==> config.mk <==
export PLATFORM = sky130hd
export DESIGN_NAME = serial_tx
export DESIGN_NICKNAME = d
export VERILOG_FILES = /design/src/rtl/serial_tx_pkg.sv /design/src/rtl/baud_accum.sv /design/src/rtl/frame_pack.sv /design/src/rtl/serial_tx.sv
export SDC_FILE = /design/constraint.sdc
export NUM_CORES = 1
export LEC_CHECK = 0
export ABC_CLOCK_PERIOD_IN_PS = 5400
export BUFFER_PORTS_ARGS = -buffer_cell sky130_fd_sc_hd__buf_4
export CORE_MARGIN = 3
export CORE_UTILIZATION = 30
export CTS_BUF_LIST = sky130_fd_sc_hd__clkbuf_4 sky130_fd_sc_hd__clkbuf_8
export DETAILED_ROUTE_END_ITERATION = 8
export GPL_TIMING_DRIVEN = 0
export PLACE_DENSITY_LB_ADDON = 0.12
export SYNTH_ARGS = -nofsm -noshare
export SYNTH_HDL_FRONTEND = slang
export SYNTH_SLANG_ARGS = --single-unit
==> constraint.sdc <==
create_clock -name clk -period 5.4 [get_ports clk]
set_input_delay 1.08 -clock clk [delete_from_list [all_inputs] [get_ports clk]]
set_output_delay 1.08 -clock clk [all_outputs]
set_load 0.01 [all_outputs]
==> src/rtl/serial_tx_pkg.sv <==
package serial_tx_pkg;

  typedef enum logic [1:0] {
    PAR_NONE = 2'd0,
    PAR_EVEN = 2'd1,
    PAR_ODD  = 2'd2
  } parity_e;

  // Number of parity bits a mode adds to a frame
  function automatic int parity_bits(parity_e mode);
    return (mode == PAR_NONE) ? 0 : 1;
  endfunction

endpackage

==> src/rtl/baud_accum.sv <==
// Fractional bit-period generator: adds inc each running clock; a carry out
// of the top bit ends one bit period. restart clears the phase.
module baud_accum #(
  parameter int ACC_W = 16
) (
  input  logic             clk,
  input  logic             rst,
  input  logic             restart,
  input  logic             run,
  input  logic [ACC_W-1:0] inc,
  output logic             tick
);

  logic [ACC_W-1:0] acc;
  logic [ACC_W:0]   sum;

  assign sum  = {1'b0, acc} + {1'b0, inc};
  assign tick = run & sum[ACC_W];

  always_ff @(posedge clk) begin
    if (rst || restart) begin
      acc <= '0;
    end else if (run) begin
      acc <= sum[ACC_W-1:0];
    end
  end

endmodule

==> src/rtl/frame_pack.sv <==
// Builds the whole frame, start bit in bit 0, stop bits at the top.
module frame_pack
  import serial_tx_pkg::*;
#(
  parameter int      DATA_W    = 8,
  parameter parity_e PARITY    = PAR_EVEN,
  parameter int      STOP_BITS = 1,
  localparam int     FRAME_W   = 1 + DATA_W + parity_bits(PARITY) + STOP_BITS
) (
  input  logic [DATA_W-1:0]  data,
  output logic [FRAME_W-1:0] frame
);

  generate
    if (PARITY == PAR_NONE) begin : g_nopar
      assign frame = {{STOP_BITS{1'b1}}, data, 1'b0};
    end else begin : g_par
      logic par_bit;
      assign par_bit = (^data) ^ (PARITY == PAR_ODD);
      assign frame   = {{STOP_BITS{1'b1}}, par_bit, data, 1'b0};
    end
  endgenerate

endmodule

==> src/rtl/serial_tx.sv <==
module serial_tx
  import serial_tx_pkg::*;
#(
  parameter int      DATA_W    = 8,
  parameter int      ACC_W     = 16,
  parameter parity_e PARITY    = PAR_EVEN,
  parameter int      STOP_BITS = 1
) (
  input  logic              clk,
  input  logic              rst,
  input  logic [ACC_W-1:0]  baud_inc,
  input  logic              in_valid,
  input  logic [DATA_W-1:0] in_data,
  output logic              in_ready,
  output logic              tx
);

  localparam int FRAME_W = 1 + DATA_W + parity_bits(PARITY) + STOP_BITS;
  localparam int SR_W    = FRAME_W + 1;

  logic [FRAME_W-1:0] frame;
  logic [SR_W-1:0]    shreg;
  logic               tx_q;
  logic               tick;
  logic               accept;
  logic               idle;
  logic               last_bit;

  frame_pack #(
    .DATA_W   (DATA_W),
    .PARITY   (PARITY),
    .STOP_BITS(STOP_BITS)
  ) u_pack (
    .data (in_data),
    .frame(frame)
  );

  baud_accum #(
    .ACC_W(ACC_W)
  ) u_baud (
    .clk    (clk),
    .rst    (rst),
    .restart(accept),
    .run    (~idle),
    .inc    (baud_inc),
    .tick   (tick)
  );

  // Only the marker remains: line idle. Marker plus one bit: last stop bit.
  assign idle     = (shreg == SR_W'(1));
  assign last_bit = (shreg == SR_W'(3));
  assign in_ready = idle | (last_bit & tick);
  assign accept   = in_valid & in_ready;

  always_ff @(posedge clk) begin
    if (rst) begin
      shreg <= SR_W'(1);
      tx_q  <= 1'b1;
    end else if (accept) begin
      shreg <= {1'b1, frame};
      tx_q  <= frame[0];
    end else if (tick) begin
      shreg <= shreg >> 1;
      tx_q  <= shreg[1];
    end
  end

  assign tx = tx_q;

endmodule

==> metrics.csv <==
stage;metric;value;unit
run_status;outcome;finished, final reports clean;
sta;fmax;235;MHz
worst_setup_path;crit_path_start_kind;input port;
global_routing;grt_pass1_wl;8120;um
yosys;ys.warnings.count;0;
clock_network;clk_latency;0.28;ns
placement;pre_cts_ws;1.11;ns
detailed_routing;viasPerCell;5.26;
global_routing;gr-usage-all-layers;13.1;%
final_layout;finalNetCount;307;
placement;dp.cells;335;
hold_path;hp-class;reg2reg;
global_routing;grt_pass1_vias;1715;
sta;fin_crit;4.26;ns
clock_network;cts_max_level;1;
detailed_routing;wirelength;4790;um
yosys;synth_largest_area_cell;dfxtp_1;
yosys;synth_fp_nets;274;
clock_network;cts_sinks;28;
clock_network;cts_tree;built;
clock_network;holdBufCountCts;0;
yosys;syn_avg_cell_area;8.73;um^2
placement;placed_cell_area;0.00231;mm^2
clock_network;post_cts_buffers;0;
final_layout;antenna_cells;0;
final_layout;final_util;37.1;%
detailed_routing;drt-initial-drc-count;83;
clock_network;cts_root_buffer;clkbuf_8;
worst_setup_path;required;4.32;ns
clock_network;clkTransAtPathRegs;0.11;ns
sta;finalSetupViolations;0;
sta;layout_setup_ws;1.14;ns
sta;final-hold-violation-count;0;
power;vdd_drop_max;0.000280;V
yosys;yosys_most_used_dff;dfxtp_1;
yosys;yosysUniqueCellTypes;48;
sta;fin_crit_sh;78.9;%
sta;finalSetupTns;0;ns
floorplanning;die_h;87.8;um
yosys;syn_area;0.00201;mm^2
job;drv_cap;0;
worst_setup_path;arrival;3.18;ns
detailed_routing;wire_per_inst;14.1;um
sta;finalMaxSlewViolations;0;
floorplanning;io-pin-count;29;
floorplanning;core-area;0.00642;mm^2
power;power_density;681;mW/mm^2
power;p_total;1.62;mW
placement;routabilityCongestion;0.783;
placement;port_buffers;28;
final_layout;drive_gt1_share;21.0;%
clock_network;clockBufferDepth;2;
sta;slew_headroom;49.3;%
floorplanning;initial_core_util;31.2;%
sta;whs;0.473;ns
yosys;syn_inst;230;
yosys;yosys-top-cells-area;dfxtp_1, ha_1, xnor2_1, a21oi_1, nand2_1;
yosys;synth-edff-count;0;
final_layout;final_common_cell;buf_4;
yosys;yosys.area.top_type_share;27.9;%
floorplanning;row_count;29;
detailed_routing;ant_nets;0;
final_layout;area_delta_synth_final;18.8;%
clock_network;numCtsBuffers;3;
yosys;ys_ff_latch;28;
sta;rsz0062_at_grt;no;
placement;dp_hpwl;3610;um
yosys;yosysSeqAreaShare;27.9;%
floorplanning;chipWidth;87.8;um
global_routing;antenna_found_initial;0;
sta;tightest_slew;0.758;ns
final_layout;fin_area;0.00238;mm^2
power;p_leak;1.03;nW
worst_setup_path;path_max_fanout;10;
detailed_routing;route.detailed.drc;0;
final_layout;fillers;668;
sta;fin_skew;0.00275;ns
clock_network;ctsResizeCount;0;
final_layout;fin_cells;339;
global_routing;grt_max_degree;17;
floorplanning;dieArea;0.00771;mm^2
global_routing;grt_overflow_total;0;
worst_setup_path;crit_type;in2out;
worst_setup_path;cp-end-kind;output port;
detailed_routing;vias;1784;
detailed_routing;firstDrtPassIters;4;
final_layout;layout_common_cells;buf_4, dfxtp_1, nand2_1, nor2_1, a21oi_1;
yosys;async_flop_share;0;%
power breakdown:
group	total (mW)	switching (mW)	internal, mW
Clock	0.175	0.0756	0.0994
Sequential	0.355	0.0592	0.296
Combinational	1.09	0.653	0.441
sequential cells by signal, summed over array words and instances (netlist names):
name	cells
u_baud.acc	16
shreg	12
cell families (layout without fill, tap and decap cells):
kind of cell | after synthesis | count (layout) | synth area share, %
buf+inv | 13 | 45 | 4.18
compound gates | 72 | 72 | 27.1
flops | 28 | 28 | 27.9
fa+ha+maj | 17 | 17 | 11.0
xor+xnor | 20 | 20 | 8.73
mux | 5 | 5 | 2.49
simple gates | 75 | 75 | 18.6
synth_stat cells, drive strengths merged (5+ instances only):
cell type / instances
xor2: 8
o21ai: 8
mux2i: 5
nand2: 24
xnor2: 12
a221o: 8
inv: 5
a21oi: 27
dfxtp: 28
nor2: 21
a21o: 6
ha: 16
nor3b: 5
a211oi: 8
layer usage:
metal	global-route usage (%)	routed length, um
met5	0	0
met3	1.69	138
met4	2.51	41
met2	20.5	2090
met1	19.3	2520
layout make-up:
type                            count  area, um^2  share of cell area (%)
Tap cell                           77        96.3                    4.04
Clock inverter                      1        30.0                    1.26
Timing Repair Buffer               28         210                    8.81
Clock buffer                        3        41.3                    1.73
Buffer                              8        65.1                    2.73
Sequential cell                    28         561                    23.5
Multi-Input combinational cell    189        1360                    57.1
Inverter                            5        18.8                   0.787
worst max-delay path, stage by stage:
cell and delay (ns):
buf_4 0.11, ha_1 0.22, fa_1 0.45, a211oi_2 0.24, o21ai_2 0.13, o221ai_2 0.19
o311a_1 0.19, buf_6 0.14, buf_4 0.19, a21oi_1 0.09, buf_4 0.16
worst paths after layout:
kind / startpoint / end / slack (ns) / cells after the start
setup / recovery: baud_inc[0] / in_ready / 1.14 / 11
hold / removal: u_baud.acc[9]$_SDFFE_PP0P_ / u_baud.acc[9]$_SDFFE_PP0P_ / 0.47 / 2
setup reg to reg: u_baud.acc[0]$_SDFFE_PP0P_ / u_baud.acc[10]$_SDFFE_PP0P_ / 2.80 / 12
hold reg to reg: u_baud.acc[9]$_SDFFE_PP0P_ / u_baud.acc[9]$_SDFFE_PP0P_ / 0.47 / 2
Note: power is estimated with default switching activity, not from simulation.
